<file path="src/rtl/sdram_trk_pkg.sv">
package sdram_trk_pkg;
  localparam int NUM_CMDS = 12;

  typedef enum logic [3:0] {
    C_DESEL = 4'd0,
    C_NOP   = 4'd1,
    C_ACT   = 4'd2,
    C_READ  = 4'd3,
    C_WRITE = 4'd4,
    C_PRE   = 4'd5,
    C_TERM  = 4'd6,
    C_MRS   = 4'd7,
    C_REFA  = 4'd8,
    C_SREF  = 4'd9,
    C_PDN   = 4'd10,
    C_HOLD  = 4'd11
  } cmd_e;
endpackage

</file>
<file path="src/rtl/sdram_trk_decode.sv">
module sdram_trk_decode
  import sdram_trk_pkg::*;
(
  input  logic clk,
  input  logic rst,
  input  logic cs_n,
  input  logic ras_n,
  input  logic cas_n,
  input  logic we_n,
  input  logic cke,
  output cmd_e cmd
);
  logic cke_prev;

  // previous CKE level, high out of reset
  always_ff @(posedge clk) begin
    if (rst) cke_prev <= 1'b1;
    else     cke_prev <= cke;
  end

  always_comb begin
    cmd = C_NOP;
    if (!cke_prev) begin
      cmd = C_HOLD;
    end else if (cs_n) begin
      cmd = cke ? C_DESEL : C_PDN;
    end else begin
      case ({ras_n, cas_n, we_n})
        3'b111:  cmd = cke ? C_NOP : C_PDN;
        3'b011:  cmd = C_ACT;
        3'b101:  cmd = C_READ;
        3'b100:  cmd = C_WRITE;
        3'b010:  cmd = C_PRE;
        3'b110:  cmd = C_TERM;
        3'b000:  cmd = C_MRS;
        3'b001:  cmd = cke ? C_REFA : C_SREF;
        default: cmd = C_NOP;
      endcase
    end
  end
endmodule

</file>
<file path="src/rtl/sdram_trk_legal.sv">
module sdram_trk_legal
  import sdram_trk_pkg::*;
#(
  parameter  int NUM_BANKS = 4,
  localparam int BA_W      = $clog2(NUM_BANKS)
) (
  input  cmd_e                 cmd,
  input  logic [BA_W-1:0]      ba,
  input  logic [NUM_BANKS-1:0] bank_active,
  output logic                 legal
);
  logic any_active;
  logic sel_active;

  assign any_active = |bank_active;
  assign sel_active = bank_active[ba];

  always_comb begin
    case (cmd)
      C_ACT:                       legal = !sel_active;
      C_READ, C_WRITE:             legal = sel_active;
      C_REFA, C_MRS, C_SREF, C_PDN: legal = !any_active;
      default:                     legal = 1'b1;
    endcase
  end
endmodule

</file>
<file path="src/rtl/sdram_trk_bank.sv">
module sdram_trk_bank
  import sdram_trk_pkg::*;
#(
  parameter int CNT_W = 8
) (
  input  logic             clk,
  input  logic             rst,
  input  logic             hit,
  input  logic             legal,
  input  cmd_e             cmd,
  input  logic             a10,
  input  logic [CNT_W-1:0] burst_len,
  output logic             active
);
  logic             pending;
  logic [CNT_W-1:0] cnt;
  logic             do_pre, do_act, do_rw;

  always_comb begin
    do_pre = legal && (cmd == C_PRE) && (a10 || hit);
    do_act = legal && (cmd == C_ACT) && hit;
    do_rw  = legal && ((cmd == C_READ) || (cmd == C_WRITE)) && hit;
  end

  always_ff @(posedge clk) begin
    if (rst) begin
      active  <= 1'b0;
      pending <= 1'b0;
      cnt     <= '0;
    end else if (do_pre) begin
      active  <= 1'b0;
      pending <= 1'b0;
    end else if (do_act) begin
      active  <= 1'b1;
    end else if (do_rw) begin
      if (a10) begin
        pending <= 1'b1;
        cnt     <= (burst_len == '0) ? CNT_W'(1) : burst_len;
      end else begin
        pending <= 1'b0;
      end
    end else if (pending) begin
      if (cnt <= CNT_W'(1)) begin
        active  <= 1'b0;
        pending <= 1'b0;
      end else begin
        cnt <= cnt - CNT_W'(1);
      end
    end
  end
endmodule

</file>
<file path="src/rtl/sdram_cmd_tracker.sv">
module sdram_cmd_tracker
  import sdram_trk_pkg::*;
#(
  parameter  int NUM_BANKS = 4,
  parameter  int CNT_W     = 8,
  localparam int BA_W      = $clog2(NUM_BANKS)
) (
  input  logic                 clk,
  input  logic                 rst,
  input  logic                 cs_n,
  input  logic                 ras_n,
  input  logic                 cas_n,
  input  logic                 we_n,
  input  logic                 cke,
  input  logic [BA_W-1:0]      ba,
  input  logic                 a10,
  input  logic [CNT_W-1:0]     burst_len,
  output logic [NUM_CMDS-1:0]  cmd_onehot,
  output logic [BA_W-1:0]      cmd_bank,
  output logic                 illegal,
  output logic                 autopre,
  output logic                 pre_all,
  output logic [NUM_BANKS-1:0] bank_active
);
  localparam logic [NUM_CMDS-1:0] ONE = {{(NUM_CMDS-1){1'b0}}, 1'b1};

  cmd_e cmd;
  logic legal;

  sdram_trk_decode u_decode (
    .clk   (clk),
    .rst   (rst),
    .cs_n  (cs_n),
    .ras_n (ras_n),
    .cas_n (cas_n),
    .we_n  (we_n),
    .cke   (cke),
    .cmd   (cmd)
  );

  sdram_trk_legal #(.NUM_BANKS(NUM_BANKS)) u_legal (
    .cmd         (cmd),
    .ba          (ba),
    .bank_active (bank_active),
    .legal       (legal)
  );

  for (genvar b = 0; b < NUM_BANKS; b++) begin : g_bank
    sdram_trk_bank #(.CNT_W(CNT_W)) u_bank (
      .clk       (clk),
      .rst       (rst),
      .hit       (ba == BA_W'(b)),
      .legal     (legal),
      .cmd       (cmd),
      .a10       (a10),
      .burst_len (burst_len),
      .active    (bank_active[b])
    );
  end

  // registered command report
  always_ff @(posedge clk) begin
    if (rst) begin
      cmd_onehot <= ONE << C_NOP;
      cmd_bank   <= '0;
      illegal    <= 1'b0;
      autopre    <= 1'b0;
      pre_all    <= 1'b0;
    end else begin
      cmd_onehot <= ONE << cmd;
      cmd_bank   <= ba;
      illegal    <= !legal;
      autopre    <= a10 && ((cmd == C_READ) || (cmd == C_WRITE));
      pre_all    <= a10 && (cmd == C_PRE);
    end
  end
endmodule

</file>
<file path="config.mk">
export PLATFORM = sky130hd
export DESIGN_NAME = sdram_cmd_tracker
export DESIGN_NICKNAME = d
export VERILOG_FILES = /design/src/rtl/sdram_trk_pkg.sv /design/src/rtl/sdram_trk_decode.sv /design/src/rtl/sdram_trk_legal.sv /design/src/rtl/sdram_trk_bank.sv /design/src/rtl/sdram_cmd_tracker.sv
export SDC_FILE = /design/constraint.sdc
export NUM_CORES = 1
export LEC_CHECK = 0
export ABC_AREA = 1
export BUFFER_PORTS_ARGS = -buffer_cell sky130_fd_sc_hd__buf_2
export CAP_MARGIN = 20
export CORE_MARGIN = 2
export CORE_UTILIZATION = 59
export DETAILED_ROUTE_END_ITERATION = 7
export GPL_TIMING_DRIVEN = 0
export MAX_ROUTING_LAYER = met4
export PLACE_DENSITY = 0.8
export SKIP_LAST_GASP = 1
export SLEW_MARGIN = 20
export SYNTH_ARGS = -nofsm -noshare
export SYNTH_HDL_FRONTEND = slang
export SYNTH_SLANG_ARGS = --single-unit
export TNS_END_PERCENT = 100
</file>
<file path="constraint.sdc">
create_clock -name clk -period 2.7 [get_ports clk]
set_input_delay 0.54 -clock clk [delete_from_list [all_inputs] [get_ports clk]]
set_output_delay 0.54 -clock clk [all_outputs]
set_load 0.01 [all_outputs]
</file>
; ---- Word level (Yosys, flattened, before mapping)
; Cells that the tools add are included.
[word_totals]
reg_bits = 58
input_bits = 18
output_inout_bits = 21
[op_classes]
shifts = 1
eq_ne = 30
n_reduce_logical = 55
addsub = 4
order_cmp = 5
mux = 52
bitwise = 8
[ops]
columns = cell, count
row1 = two-way mux 8 bit, 14
row2 = less-or-equal comparator 8 x 1 -> 1 bit (second input constant), 4
row3 = one-hot mux 4 bit (8 select lines), 1
row4 = subtractor 8 x 1 -> 8 bit (second input constant), 4
row5 = two-way mux 1 bit, 31
row6 = nonzero test 2 bit, 12
row7 = AND reduction 5 bit, 4
row8 = logical AND 1 bit, 17
row9 = two-way mux 4 bit, 4
row10 = inequality test 2 x 1 -> 1 bit (second input constant), 8
row11 = equality test 3 bit (second input constant), 4
row12 = equality test 4 x 3 -> 1 bit (second input constant), 3
row13 = equality test 4 bit (second input constant), 3
row14 = AND reduction 3 bit, 4
row15 = << shifter 1 x 4 -> 12 bit (first input constant), 1
row16 = OR reduction 2 bit, 5
row17 = equality test 4 x 2 -> 1 bit (second input constant), 2
row18 = zero test 8 bit, 1
row19 = inequality test 2 bit (second input constant), 4
row20 = NOT 1 bit, 8
row21 = OR reduction 4 bit, 2
row22 = equality test 3 x 2 -> 1 bit (second input constant), 2
row23 = logical OR 1 bit, 5
row24 = equality test 2 bit (second input constant), 2
row25 = other kinds (8), 10

; ---- Longest topological paths before layout
; Gate-level depths: netlist of run 1.
[logic_depth]
ltp_word = 11
depth_mapped = 17
depth_no_buf = 15

; ---- Cells and area by module
; From an unflattened synthesis of run 1, not the netlist that was laid out.
[unflattened]
hier_cells = 689
area_unflattened_um2 = 4254.1
[by_module_without_submodules]
columns = module, cells_each, area_per_inst_um2, n_inst, seq_area_each_um2
row1 = sdram_trk_bank (g_bank[0].u_bank ...), 140, 858.3, 3, 200.2
row2 = sdram_trk_bank (g_bank[3].u_bank), 150, 870.8, 1, 200.2
row3 = sdram_cmd_tracker, 58, 536.8, 1, 340.3
row4 = sdram_trk_legal, 35, 140.1, 1, 0.0
row5 = sdram_trk_decode, 26, 131.4, 1, 20.0

; ---- Worst setup path before layout of run 1
; No wires, ideal clock.
[synth_timing]
path_kind = input to register
startpoint = input we_n
endpoint = register g_bank[1].u_bank.cnt[4]
t_arrival_ns = 1.942
slack_ns = 0.645
path_buffers = 2
t_required_ns = 2.587
setup_ns = 0.113
path_stages = 16
path_cell_list = buf_4 -> inv_2 -> nand3_1 -> nand2_1 -> nor2_1 -> nand2_1 -> nand2_2 -> nor2_2 -> nand3b_4 -> nor2_2 -> nor2_4 -> nand3_2 -> buf_4 -> nand2_1 -> nand2_1 -> nor2_1
[synth_via]
elab_chain_cells = 11
elab_cells_between_ends = 36
cone_classes = 17 x eq/ne / 5 x mux / 2 x bitwise / 12 x reduce/logical
[synth_lines]
columns = element, line
row1 = "start, declared", sdram_cmd_tracker.sv:13  ; input logic we_n,
row2 = equality test 3 x 1 -> 1 bit (tied with other cells), sdram_trk_decode.sv:28  ; case ({ras_n, cas_n, we_n})
row3 = one-hot mux 4 bit (8 select lines) (*), sdram_trk_decode.sv:28
row4 = two-way mux 4 bit (*), sdram_trk_decode.sv:25  ; end else if (cs_n) begin
row5 = two-way mux 4 bit (*), sdram_trk_decode.sv:23  ; if (!cke_prev) begin
row6 = equality test 4 bit (tied with other cells), sdram_trk_legal.sv:19  ; case (cmd)
row7 = OR reduction 4 bit or OR reduction 2 bit (tied branches), sdram_trk_legal.sv:19
row8 = one-hot mux 1 bit (3 select lines), sdram_trk_legal.sv:19
row9 = "logical AND 1 bit, on equally long branches (2 in series)", "sdram_trk_bank.sv:22, sdram_trk_bank.sv:20, sdram_trk_bank.sv:21"
row10 = inequality test 2 x 1 -> 1 bit (no line) (tied with other cells), -
row11 = AND reduction 5 bit (no line), -
row12 = "end signal, assigned", sdram_trk_bank.sv:38  ; cnt <= (burst_len == '0) ? CNT_W'(1) : burst_len;
row13 = "end signal, assigned", sdram_trk_bank.sv:47  ; cnt <= cnt - CNT_W'(1);
row14 = "end, declared", sdram_trk_bank.sv:16  ; logic [CNT_W-1:0] cnt;
; Mark *: on every way between the ends. The rest lies on a longest branch, timed or not.
; A chain may end at the register's enable or synchronous reset.

; ---- Worst setup path in the final report of run 1
[layout_timing]
startpoint = input ras_n
endpoint = register g_bank[3].u_bank.cnt[3]
[layout_via]
elab_chain_cells = 11
elab_cells_between_ends = 36
cone_classes = 17 x eq/ne / 5 x mux / 2 x bitwise / 12 x reduce/logical
[layout_lines]
columns = element, line
row1 = "start, declared", sdram_cmd_tracker.sv:11  ; input logic ras_n,
row2 = equality test 3 x 1 -> 1 bit (tied with other cells), sdram_trk_decode.sv:28
row3 = one-hot mux 4 bit (8 select lines) (*), sdram_trk_decode.sv:28
row4 = two-way mux 4 bit (*), sdram_trk_decode.sv:25
row5 = two-way mux 4 bit (*), sdram_trk_decode.sv:23
row6 = equality test 4 bit (tied with other cells), sdram_trk_legal.sv:19
row7 = OR reduction 4 bit or OR reduction 2 bit (tied branches), sdram_trk_legal.sv:19
row8 = one-hot mux 1 bit (3 select lines), sdram_trk_legal.sv:19
row9 = "logical AND 1 bit, on equally long branches (2 in series)", "sdram_trk_bank.sv:22, sdram_trk_bank.sv:20, sdram_trk_bank.sv:21"
row10 = inequality test 2 x 1 -> 1 bit (no line) (tied with other cells), -
row11 = AND reduction 5 bit (no line), -
row12 = "end signal, assigned", sdram_trk_bank.sv:38
row13 = "end signal, assigned", sdram_trk_bank.sv:47
row14 = "end, declared", sdram_trk_bank.sv:16
; Marks and branches as above.

==> metrics.md, run 1 <==
| Metric | Value |
|---|---|
| Placed Area | `3960 um2` |
| Combinational share of power | `0.102` |
| Worst Path Buf+Inv | `3` |
| Worst Slack Setup Final | `0.598 ns` |
| Hold Violations, Final | `0` |
| Area of the core | `5990 um2` |
| Worst setup SP type | `input pin` |
| Worst path cell trace | `buf_2 -> inv_1 -> nand3_1 -> nand2_1 -> nor2_1 -> nand2_1 -> a21oi_2 -> nand3_1 -> a21oi_1 -> nor2_1 -> nand3_4 -> buf_6 -> nand2_1 -> nand2_1 -> nor2_1` |
| Clock root buffer | `clkbuf_8` |
| Min-delay worst type | `in -> reg` |
| Final setup fails | `0` |
| DR pass1 iterations | `5` |
| Power share of the clock group | `0.458` |
| End of the critical path | `g_bank[3].u_bank.cnt[3]` |
| # Post-CTS Setup Buffers | `0` |
| Routed Antenna Nets | `0` |
| Reg2Reg Capture Point | `g_bank[1].u_bank.pending` |
| Global-route wire length before repair | `around 15000 um` |
| Wire length per cell | `12.9 um` |
| Seq/Total Area, Yosys | `0.315` |
| Slew Viols, Final | `0` |
| Share of cells above drive strength 1 | `0.166` |
| Gr ovfl total | `0` |
| Final TNS setup | `0 ns` |
| P_int | `1.48 mW` |
| Syn_nets | `598` |
| CTS buffer count | `9` |
| Skew final | `0.00930 ns` |
| Yosys cell types | `35` |
| DIE AREA | `6890 um2` |
| Ports | `39` |
| Power Density | `477 nW/um2` |
| CTS tree | `built` |
| Clk slew on worst S/H paths | `0.07 ns` |
| Final Routed Wirelength | `approximately 9000 um` |
| Worst-Skew Late Latency | `0.36 ns` |
| Largest net degree at the start of global routing | `11` |
| Slew HR | `0.612` |
| Antenna Cells | `0` |
| CP most frequent cell | `nand2_1` |
| CP Max Fanout | `10` |
| Crit Path Class | `in -> reg` |
| FMAX | `between 400 and 500 MHz` |
| Critical Path AT | `2.35 ns` |
| DRT iter0 DRCs | `around 220` |
| Initial Utilization | `0.614` |
| CTS H-Tree Depth | `3` |
| Warnings, synthesis | `0` |
| R2r setup slk | `0.63 ns` |
| Initial antenna violation count | `0` |
| Post-Synthesis Cells | `about 570` |
| Worst EP required | `2.95 ns` |
| Switching pwr | `around 0.52 mW` |
| Area Growth Syn to Fin | `13.5%` |
| DR vias | `3678` |
| Worst R2R Start | `u_decode.cke_prev` |
| Max-cap violations | `0` |
| Status | `finished clean` |
| Flop pwr share | `0.440` |
| Syn Area/Cell | `6.44 um2` |
| Chip width | `83.0 um` |
| Crit path depth | `15` |
| # nets final | `646` |
| CP startpoint | `ras_n` |
| Site Rows | `28` |
| Worst r2r path cells | `10` |
| CP max stage cell | `nand3_1` |
| Worst VDD drop | `between 0.3 and 0.4 mV` |
| Crit share post-route | `0.779` |
| Crit end category | `flip-flop` |
| RSZ-0062 raised after global routing | `no` |
| Post-CTS sizing | `0` |
| CTS Buffer Depth | `2` |
| Port bufs | `37` |
| Crit path max-delay family | `simple AND/OR/NAND/NOR gates` |
| Seq cells post-synth | `58` |
| Commonest non-fill, non-tap cell in the layout | `nand2_1` |
| Worst Tran Pin Value | `0.583 ns` |
| HPWL Detailed | `6570 um` |
| Final min period | `2.10 ns` |
| Cell Area, Synth | `3680 um2` |
| LEAKAGE | `2.22 nW` |
| Cts hold-fix bufs | `0` |
| Post-route DRC violation count | `0` |
| Place WS | `~0.3 ns` |
| Vert. Die Dim | `roughly 83 um` |
| Design Area, Final | `4180 um2` |
| Clock sinks | `58` |
| Number of global-route vias before repair | `3362` |
| CP max stage delay | `0.24 ns` |
| Gpl congestion | `0.893` |
| Most frequent cells in the layout | `151 x nand2_1, 105 x nor2_1, 69 x inv_1` |
| Switch share | `0.260` |
| GRT Util Overall | `0.273` |
| Vias/cell | `5.25` |
## synthesized netlist by cell type (all sizes together)
master | n | share of area
or2 | 4 | 0.0068
a21oi | 14 | 0.021
clkinv | 2 | 0.0020
a31oi | 2 | 0.0034
nor2 | 112 | 0.13
nand4 | 14 | 0.024
a31o | 1 | 0.0024
xnor2 | 1 | 0.0024
inv | 75 | 0.076
nor3 | 6 | 0.011
dfxtp | 58 | 0.32
nand3 | 40 | 0.071
a22oi | 1 | 0.0034
a211oi | 1 | 0.0020
nand2 | 156 | 0.16
nand3b | 1 | 0.0054
o2111ai | 2 | 0.0048
clkbuf | 4 | 0.0041
buf | 15 | 0.030
ha | 8 | 0.027
o21ai | 31 | 0.042
nor4 | 3 | 0.0051
xor2 | 21 | 0.050
## tightest hold or removal path: stages
cell and delay (ns):
buf_2 0.11, inv_1 0.07, nand2_1 0.05
## layer usage
| layer | global-route usage | up-vias | wire [um] |
|---|---|---|---|
| met5 | - | - | 0 |
| met4 | 0.139 | 0 | 276 |
| met3 | 0.0487 | 32 | 435 |
| met2 | 0.429 | 104 | 4270 |
| met1 | 0.336 | 1661 | 4060 |
| li1 | - | 1881 | - |
## metrics by stage
stage,hold WS [ns],power [mW],utilization,cells
floorplan,0.461,1.03,-,572
global placement,0.503,1.09,0.661,684
detailed placement,0.517,1.10,0.661,684
CTS,0.448,1.99,0.698,700
global route,0.466,2.06,0.698,700
finish,0.452,1.99,0.698,700
## registers in the layout (all words and copies together) (netlist names)
register	cells
pre_all	1
illegal	1
cmd_onehot	12
g_bank.u_bank.active	4
autopre	1
cmd_bank	2
g_bank.u_bank.cnt	32
g_bank.u_bank.pending	4
u_decode.cke_prev	1
## power groups by stage
stage / Sequential, mW / Clock (mW) / Combinational (mW)
6_report: 0.877 / 0.914 / 0.204
4_1_cts: 0.877 / 0.911 / 0.202
3_5_place_dp: 0.896 / 0 / 0.200
5_1_grt: 0.877 / 0.953 / 0.225
2_1_floorplan: 0.901 / 0 / 0.126
3_3_place_gp: 0.895 / 0 / 0.195
## cell families (layout without fill, tap and decap cells)
family | Yosys count | in the layout | synth area share
AND/OR/NAND/NOR | 336 | 336 | 0.414
AO/OA/AOI/OAI | 52 | 52 | 0.0792
XOR/XNOR | 22 | 22 | 0.0523
flip-flops | 58 | 58 | 0.315
adder cells (fa/ha/maj) | 8 | 8 | 0.0272
buffers and inverters | 96 | 149 | 0.112
## final cells by class
| cell class | count | area (um2) |
|---|---|---|
| buffer | 19 | 124 |
| clock buffer | 11 | 141 |
| clock inverter | 5 | 77.6 |
| fill | 537 | 1810 |
| inverter | 77 | 289 |
| multi-input combinational | 418 | 2110 |
| sequential | 58 | 1160 |
| tap | 75 | 93.8 |
| timing repair buffer | 37 | 185 |
## worst min path at each step
| stage | startpoint | end | slack (ns) | depth (start not counted) |
|---|---|---|---|---|
| finish | cke | u_decode.cke_prev | 0.45 | 3 |
| global route | a10 | autopre | 0.47 | 3 |
| CTS | cke | u_decode.cke_prev | 0.45 | 3 |
| detailed placement | g_bank[3].u_bank.active | g_bank[3].u_bank.active | 0.52 | 2 |
| global placement | g_bank[3].u_bank.active | g_bank[3].u_bank.active | 0.50 | 2 |
| floorplan | g_bank[3].u_bank.active | g_bank[3].u_bank.active | 0.46 | 2 |
Note: power is estimated with default switching activity, not from simulation.
==> inputs of run 2 (changes only) <==
--- a/config.mk
+++ b/config.mk
@@ -5,15 +5,15 @@
 export SDC_FILE = /design/constraint.sdc
 export NUM_CORES = 1
 export LEC_CHECK = 0
-export ABC_AREA = 1
+export ABC_AREA = 0
 export BUFFER_PORTS_ARGS = -buffer_cell sky130_fd_sc_hd__buf_2
 export CAP_MARGIN = 20
 export CORE_MARGIN = 2
-export CORE_UTILIZATION = 59
+export CORE_UTILIZATION = 54
 export DETAILED_ROUTE_END_ITERATION = 7
 export GPL_TIMING_DRIVEN = 0
 export MAX_ROUTING_LAYER = met4
-export PLACE_DENSITY = 0.8
+export PLACE_DENSITY = 0.77
 export SKIP_LAST_GASP = 1
 export SLEW_MARGIN = 20
 export SYNTH_ARGS = -nofsm -noshare
==> constraint.sdc (replaced) <==
create_clock -name clk -period 1.8 [get_ports clk]
set_input_delay 0.36 -clock clk [delete_from_list [all_inputs] [get_ports clk]]
set_output_delay 0.36 -clock clk [all_outputs]
set_load 0.01 [all_outputs]
==> run 2 against run 1 <==
Against the previous run: the run now ends with negative setup slack left; via count increased by 14%; critical path depth decreased by 6; area after synthesis increased by 3.5%; total power increased by 36%; first-iteration DRC count increased by 130%; clock-buffer cell count decreased by 2; sequential power increased by 47%.
==> metrics.md, run 2 <==
| Metric | Value |
|---|---|
| R2r setup slk | `-0.12 ns (-0.75 ns)` |
| FMAX | `521 MHz` |
| Seq/Total Area, Yosys | `0.305 (-0.0108)` |
| CP Max Fanout | `4 (-6)` |
| Switching pwr | `0.823 mW (+59%)` |
| GRT Util Overall | `0.325 (+0.0524)` |
| Hold Violations, Final | `0 (unchanged)` |
| Post-Synthesis Cells | `475 (-17%)` |
| Area Growth Syn to Fin | `33.6%` |
| Crit end category | `flip-flop` |
| DIE AREA | `7750 um2 (+12%)` |
| Post-route DRC violation count | `0 (unchanged)` |
| Critical Path AT | `2.13 ns (-0.22 ns)` |
| Status | `finished with violations` |
| HPWL Detailed | `7760 um (+18%)` |
| RSZ-0062 raised after global routing | `yes` |
| Worst EP required | `2.01 ns (-0.94 ns)` |
| CTS H-Tree Depth | `3 (unchanged)` |
| Largest net degree at the start of global routing | `13 (+2)` |
| Initial Utilization | `0.561 (-0.0535)` |
| Commonest non-fill, non-tap cell in the layout | `nor2_1` |
| Switch share | `0.303 (+0.0434)` |
| Global-route wire length before repair | `18900 um (+27%)` |
| Warnings, synthesis | `0 (unchanged)` |
| Power share of the clock group | `0.410 (-0.048)` |
| Crit Path Class | `reg -> reg` |
| DR vias | `4181 (+14%)` |
| Final hold slack | `0.393 ns (-0.0589 ns)` |
| Synth top cells by count | `58 x dfxtp_1, 58 x nor2_1, 43 x a21oi_1` |
| Final Routed Wirelength | `12600 um (+39%)` |
| Area of the core | `6790 um2 (+13%)` |
| Share of cells above drive strength 1 | `0.388 (+0.221)` |
| Vert. Die Dim | `88.0 um (+6.1%)` |
| Max-cap violations | `0 (unchanged)` |
| Total power | `2.71 mW (+36%)` |
| Chip width | `88.0 um (+6.1%)` |
| Synth area leader | `dfxtp_1` |
| Cell Area, Synth | `3810 um2 (+3.5%)` |
| Final TNS setup | `-1.41 ns (-1.41 ns)` |
| Final min period | `around 1.9 ns` |
| Clk slew on worst S/H paths | `0.08 ns (about the same)` |
| Register area | `1190 um2 (+2.9%)` |
| Flop pwr share | `0.477 (+0.037)` |
| Vias/cell | `6.45 (+23%)` |
| Ys async rst share | `0 (unchanged)` |
| Syn Area/Cell | `8.02 um2 (+25%)` |
| LEAKAGE | `1.94 nW (-13%)` |
| # fillers | `492 (-8.4%)` |
| Ys flop type | `dfxtp_1` |
| Worst Tran Pin Value | `0.868 ns (+0.286 ns)` |
| Wire length per cell | `19.4 um (+50%)` |
| DRT iter0 DRCs | `486 (+130%)` |
| Number of global-route vias before repair | `3844 (+14%)` |
| Site Rows | `30 (+7.1%)` |
| Clock sinks | `58 (unchanged)` |
| Final setup fails | `22 (+22)` |
| Clock root buffer | `clkbuf_8` |
| CTS Buffer Depth | `2 (unchanged)` |
| Gr ovfl total | `0 (unchanged)` |
| Antenna Cells | `0 (unchanged)` |
| # nets final | `573 (-11%)` |
| Worst VDD drop | `0.552 mV (+58%)` |
| DR WL met3 | `948 um (+120%)` |
| Power Density | `533 nW/um2 (+12%)` |
| Ports | `39 (unchanged)` |
| Worst setup SP type | `flip-flop` |
| DR pass1 iterations | `6 (+1)` |
| Worst Slack Setup Final | `-0.119 ns (-0.717 ns)` |
| Ranking of synthesized cells by area | `dfxtp_1 30%, nor2_1 5.7%, a21oi_1 5.6%, nor3_1 3.5%, o31ai_1 3.5%` |
| Crit share post-route | `1.07` |
| Gpl congestion | `0.979 (+9.7%)` |
| Combinational share of power | `0.113 (+0.011)` |
| Largest registers | `g_bank.u_bank.cnt x32, cmd_onehot x12` |
| Yosys top cell area share | `0.305 (-0.0108)` |
| Syn_nets | `501 (-16%)` |
| Failing checks | `negative setup slack` |
| Slew Viols, Final | `0 (unchanged)` |
| Yosys cell types | `71 (+100%)` |
| Min-delay worst type | `in -> reg` |
| Worst-Skew Late Latency | `0.35 ns (about the same)` |
| Seq cells post-synth | `58 (unchanged)` |
| Met1 Wirelength | `5210 um (+28%)` |
| Routed wl met2 | `6140 um (+44%)` |
| Register name with the most flops | `g_bank.u_bank.cnt` |
| Port bufs | `36 (-2.7%)` |
| EDFF count, synth | `0 (unchanged)` |
| Max reg flops | `32 (unchanged)` |
| P_int | `1.89 mW (+28%)` |
| Slew HR | `0.415 (-0.197)` |
| Most frequent cells in the layout | `51 x nor2_1, 41 x dfxtp_1, 39 x buf_2` |
| Routed Antenna Nets | `0 (unchanged)` |
| Top Metal Used | `met4` |
| CTS buffer count | `9 (unchanged)` |
| Multi-input gate area | `2860 um2 (+36%)` |
| Skew final | `0.00595 ns (-0.00335 ns)` |
| CTS tree | `built` |
| Initial antenna violation count | `0 (unchanged)` |
## run 2: cell types whose count changed after synthesis, sizes merged, moves of 14 or more
cell / change
a21oi: +30
nor3: +21
nand3: -24
nand2: -132
inv: -58
nor2: -53
xor2: -21
o31ai: +21
o311ai: +14
## run 2: area by class of cell
type | instances | area share
Multi-Input combinational cell | 360 | 0.562
Sequential cell | 58 | 0.235
Timing Repair Buffer | 67 | 0.0858
Buffer | 34 | 0.0452
Clock buffer | 9 | 0.0243
Tap cell | 96 | 0.0236
Inverter | 17 | 0.0135
Clock inverter | 7 | 0.0108
## run 2: path summary, 6_finish.rpt
check | start | to | cells after the start
worst max-delay path | g_bank[0].u_bank.cnt[0] | g_bank[0].u_bank.cnt[1] | 9
worst min-delay path | burst_len[3] | g_bank[0].u_bank.cnt[3] | 3
worst max register to register | g_bank[0].u_bank.cnt[0] | g_bank[0].u_bank.cnt[1] | 9
worst min register to register | g_bank[1].u_bank.cnt[5] | g_bank[1].u_bank.cnt[5] | 2
## run 2: through the flow
step / area [um2] / utilization / std cells / setup slack, ns
floorplan: 3830 / - / 475 / -0.00503
global placement: 4130 / 0.608 / 607 / -0.377
detailed placement: 4130 / 0.608 / 607 / -0.417
CTS: 4640 / 0.682 / 632 / -0.0941
global route: 5090 / 0.749 / 648 / -0.169
finish: 5090 / 0.749 / 648 / -0.119
## run 2: worst max-delay path: stages, from the launching register on
cell and delay (ns):
dfxtp_4 0.39, inv_4 0.05, ha_4 0.18, nor2_4 0.13, nor4bb_4 0.06, o31a_1 0.27
buf_6 0.15, buf_12 0.12, a2111oi_4 0.34, nor3_2 0.08
## run 2: cell families (layout without fill, tap and decap cells)
kind of cell | after synthesis | after routing | synth area share
DFF | 58 | 58 | 0.305
adders and majority gates | 8 | 8 | 0.0263
and+or+nand+nor | 182 | 182 | 0.249
muxes | 4 | 4 | 0.0141
buffers and inverters | 57 | 134 | 0.0719
AOI/OAI and AO/OA | 166 | 166 | 0.334
## run 2: power by group through the flow
stage	registers [mW]	clock network [mW]	logic, mW
after detailed placement	1.33	0	0.257
final	1.29	1.11	0.306
after global placement	1.33	0	0.253
after global routing	1.30	1.18	0.323
after CTS	1.30	1.12	0.273
after floorplan	1.34	0	0.147
## run 2: what timing repair did
item	in CTS	in global routing
pin swaps	19	29
buffers inserted	9	21
gates cloned	2	0
hold buffers	0	0
gates resized for setup	70	82
setup endpoints to repair	36	36
## run 2: layer usage
| metal | track usage | vias up |
|---|---|---|
| li1 | - | 1949 |
| met1 | 0.408 | 2004 |
| met2 | 0.525 | 197 |
| met3 | 0.0669 | 31 |
| met4 | 0.105 | 0 |
| met5 | - | - |
==> inputs of run 3 (changes only) <==
--- a/config.mk
+++ b/config.mk
@@ -6,14 +6,13 @@
 export NUM_CORES = 1
 export LEC_CHECK = 0
 export ABC_AREA = 0
-export BUFFER_PORTS_ARGS = -buffer_cell sky130_fd_sc_hd__buf_2
-export CAP_MARGIN = 20
 export CORE_MARGIN = 2
-export CORE_UTILIZATION = 54
+export CORE_UTILIZATION = 58
 export DETAILED_ROUTE_END_ITERATION = 7
+export DONT_BUFFER_PORTS = 1
 export GPL_TIMING_DRIVEN = 0
 export MAX_ROUTING_LAYER = met4
-export PLACE_DENSITY = 0.77
+export PLACE_DENSITY = 0.76
 export SKIP_LAST_GASP = 1
 export SLEW_MARGIN = 20
 export SYNTH_ARGS = -nofsm -noshare
==> run 3 against run 2 <==
Against the previous run: the flow still finishes with violations (negative setup slack); die area down 6.6%; worst hold slack got worse by 0.19 ns; utilization increased by 1.7 points; critical path depth decreased by 2; non-clock buffer count decreased by 40; first-iteration DRC count is 17% lower; combinational power shrank 20%; largest cell class unchanged; largest power group unchanged.
==> metrics.md, run 3 (synthesis gave the netlist of run 2 again) <==
| Metric | Value |
|---|---|
| Commonest non-fill, non-tap cell in the layout | `nor2_1` |
| Share of cells above drive strength 1 | `0.318 (-0.0693)` |
| Site Rows | `29 (-3.3%)` |
| Final setup fails | `27 (+23%)` |
| Status | `finished with violations` |
| Final min period | `1.95 ns (+0.0284 ns)` |
| Ports | `39 (unchanged)` |
| Combinational share of power | `0.086 (-0.027)` |
| Largest registers | `g_bank.u_bank.cnt x32, cmd_onehot x12` |
| Routed Antenna Nets | `0 (unchanged)` |
| Antenna Cells | `0 (unchanged)` |
| Wire length per cell | `21.7 um (+12%)` |
| Area Growth Syn to Fin | `27.7%` |
| Vias/cell | `7.13 (+11%)` |
| Layout Cells excl Fill | `589 (-9.1%)` |
| Worst setup SP type | `flip-flop` |
| Worst Slack Setup Final | `-0.148 ns (-0.0284 ns)` |
| Clk slew on worst S/H paths | `0.09 ns (about the same)` |
| Port bufs | `0 (-100%)` |
| DR WL met3 | `1230 um (+30%)` |
| Power share of the clock group | `0.454 (+0.044)` |
| Hold Startpoint | `burst_len[7]` |
| Chip width | `85.1 um (-3.4%)` |
| CTS buffer count | `9 (unchanged)` |
| Met1 Wirelength | `5150 um (-1.2%)` |
| Worst-Skew Late Latency | `0.37 ns (+0.02 ns)` |
| Cts hold-fix bufs | `0 (unchanged)` |
| Most frequent cells in the layout | `52 x nor2_1, 41 x dfxtp_1, 37 x a21oi_1` |
| Register name with the most flops | `g_bank.u_bank.cnt` |
| DR pass1 iterations | `5 (-1)` |
| GRT Util Overall | `0.334 (+0.00908)` |
| Gpl congestion | `0.961 (-1.8%)` |
| # fillers | `405 (-18%)` |
| Worst Tran Pin Value | `0.932 ns (+0.0636 ns)` |
| CTS H-Tree Depth | `3 (unchanged)` |
| Max reg flops | `32 (unchanged)` |
| Crit Path Class | `reg -> reg` |
| Area of the core | `6350 um2 (-6.5%)` |
| DIE AREA | `7240 um2 (-6.6%)` |
| Final Routed Wirelength | `12800 um (+1.5%)` |
| Worst EP required | `2.06 ns (+0.05 ns)` |
| Gr ovfl total | `0 (unchanged)` |
| Top Metal Used | `met4` |
| Reg2Reg Capture Point | `g_bank[0].u_bank.cnt[4]` |
| Worst Hold Depth | `2 (-1)` |
| Routed wl met2 | `5920 um (-3.7%)` |
| Worst VDD drop | `0.515 mV (-6.8%)` |
| Vert. Die Dim | `85.1 um (-3.4%)` |
| LEAKAGE | `1.79 nW (-7.8%)` |
| Min-delay worst type | `in -> reg` |
| CTS Buffer Depth | `2 (unchanged)` |
| Hold worst-path end | `g_bank[3].u_bank.cnt[7]` |
| Multi-input gate area | `2830 um2 (-1.1%)` |
| Post-route DRC violation count | `0 (unchanged)` |
| RSZ-0062 raised after global routing | `yes` |
| Switching pwr | `0.820 mW (-0.38%)` |
| R2r setup slk | `-0.15 ns (-0.03 ns)` |
| Skew final | `0.0117 ns (+0.00574 ns)` |
| Register area | `1190 um2 (-0.42%)` |
| CP Max Fanout | `7 (+3)` |
| Number of global-route vias before repair | `3739 (-2.7%)` |
| Final hold slack | `0.199 ns (-0.193 ns)` |
| Slew HR | `0.379 (-0.0363)` |
| Initial Utilization | `0.600 (+0.0392)` |
| Slew Viols, Final | `0 (unchanged)` |
| Clock root buffer | `clkbuf_8` |
| CTS tree | `built` |
| Crit end category | `flip-flop` |
| Max-cap violations | `0 (unchanged)` |
| DRT iter0 DRCs | `404 (-17%)` |
| # nets final | `533 (-7.0%)` |
| Placed Area | `3930 um2 (-4.9%)` |
| P_int | `2.02 mW (+6.9%)` |
| Worst r2r path cells | `7 (-2)` |
| Final core utilization | `0.767 (+0.0173)` |
| Hold Violations, Final | `0 (unchanged)` |
| Switch share | `0.289 (-0.0146)` |
| Largest net degree at the start of global routing | `13 (unchanged)` |
| Total power | `2.84 mW (+4.7%)` |
| FMAX | `513 MHz (-1.5%)` |
| Failing checks | `negative setup slack` |
| Clock sinks | `58 (unchanged)` |
| Design Area, Final | `4870 um2 (-4.4%)` |
| Initial antenna violation count | `0 (unchanged)` |
| Critical Path AT | `2.20 ns (+0.07 ns)` |
| Global-route wire length before repair | `18800 um (-0.95%)` |
| HPWL Detailed | `7590 um (-2.1%)` |
| Power Density | `583 nW/um2 (+9.5%)` |
| Flop pwr share | `0.460 (-0.017)` |
| DR vias | `4201 (+0.48%)` |
| Placed Cells | `552 (-9.1%)` |
| Crit share post-route | `1.08 (+0.0158)` |
| Worst R2R Start | `g_bank[0].u_bank.cnt[4]` |
==> run 3: worst max-delay path by stage <==
stage,startpoint,endpoint,slack [ns],cells after the start
after floorplan,ras_n,g_bank[0].u_bank.cnt[7],-0.005,8
after global placement,a10,g_bank[3].u_bank.cnt[1],-0.42,6
after detailed placement,a10,g_bank[3].u_bank.cnt[1],-0.42,6
after CTS,g_bank[3].u_bank.cnt[4],g_bank[3].u_bank.cnt[3],-0.09,5
after global routing,g_bank[0].u_bank.cnt[1],g_bank[0].u_bank.cnt[4],-0.25,9
final,g_bank[0].u_bank.cnt[4],g_bank[0].u_bank.cnt[4],-0.15,7
==> run 3: final cells by class <==
cell class                 count  share of cell area
sequential                    58               0.244
multi-input combinational    360               0.581
tap                           77              0.0198
inverter                      17              0.0141
timing repair buffer          24              0.0434
clock buffer                   9              0.0254
buffer                        37              0.0555
clock inverter                 7              0.0162
==> run 3: metal layers <==
layer  vias up  track usage
met1      1987        0.440
met4         0        0.143
met3        59       0.0749
met2       291        0.493
li1       1864            -
met5         -            -
==> run 3: power groups by stage <==
stage,clock network [mW],registers [mW],logic (mW)
floorplan,0,1.34,0.147
global placement,0,1.34,0.193
detailed placement,0,1.34,0.197
CTS,1.27,1.30,0.215
global route,1.34,1.31,0.261
finish,1.29,1.31,0.245
==> run 3: critical path: stages (launching register included) <==
cell and delay (ns):
dfxtp_1 0.53, nor3_4 0.08, nor4bb_2 0.18, buf_2 0.14
buf_4 0.15, o31ai_4 0.27, a21oi_1 0.15, o31ai_1 0.34
==> run 3: what timing repair did <==
| action | in CTS | in global routing |
|---|---|---|
| pin swaps | 31 | 24 |
| endpoints found under the hold margin | 0 | 0 |
| gates cloned | 1 | 0 |
| resized for setup | 74 | 71 |
| setup endpoints to repair | 36 | 37 |
| setup buffers | 14 | 10 |
==> run 3: per-stage QoR <==
step	worst slack (ns)	setup TNS [ns]
6_report	-0.148	-2.30
3_3_place_gp	-0.425	-4.81
3_5_place_dp	-0.417	-5.80
2_1_floorplan	-0.00503	-0.0101
4_1_cts	-0.0936	-1.21
5_1_grt	-0.252	-4.30
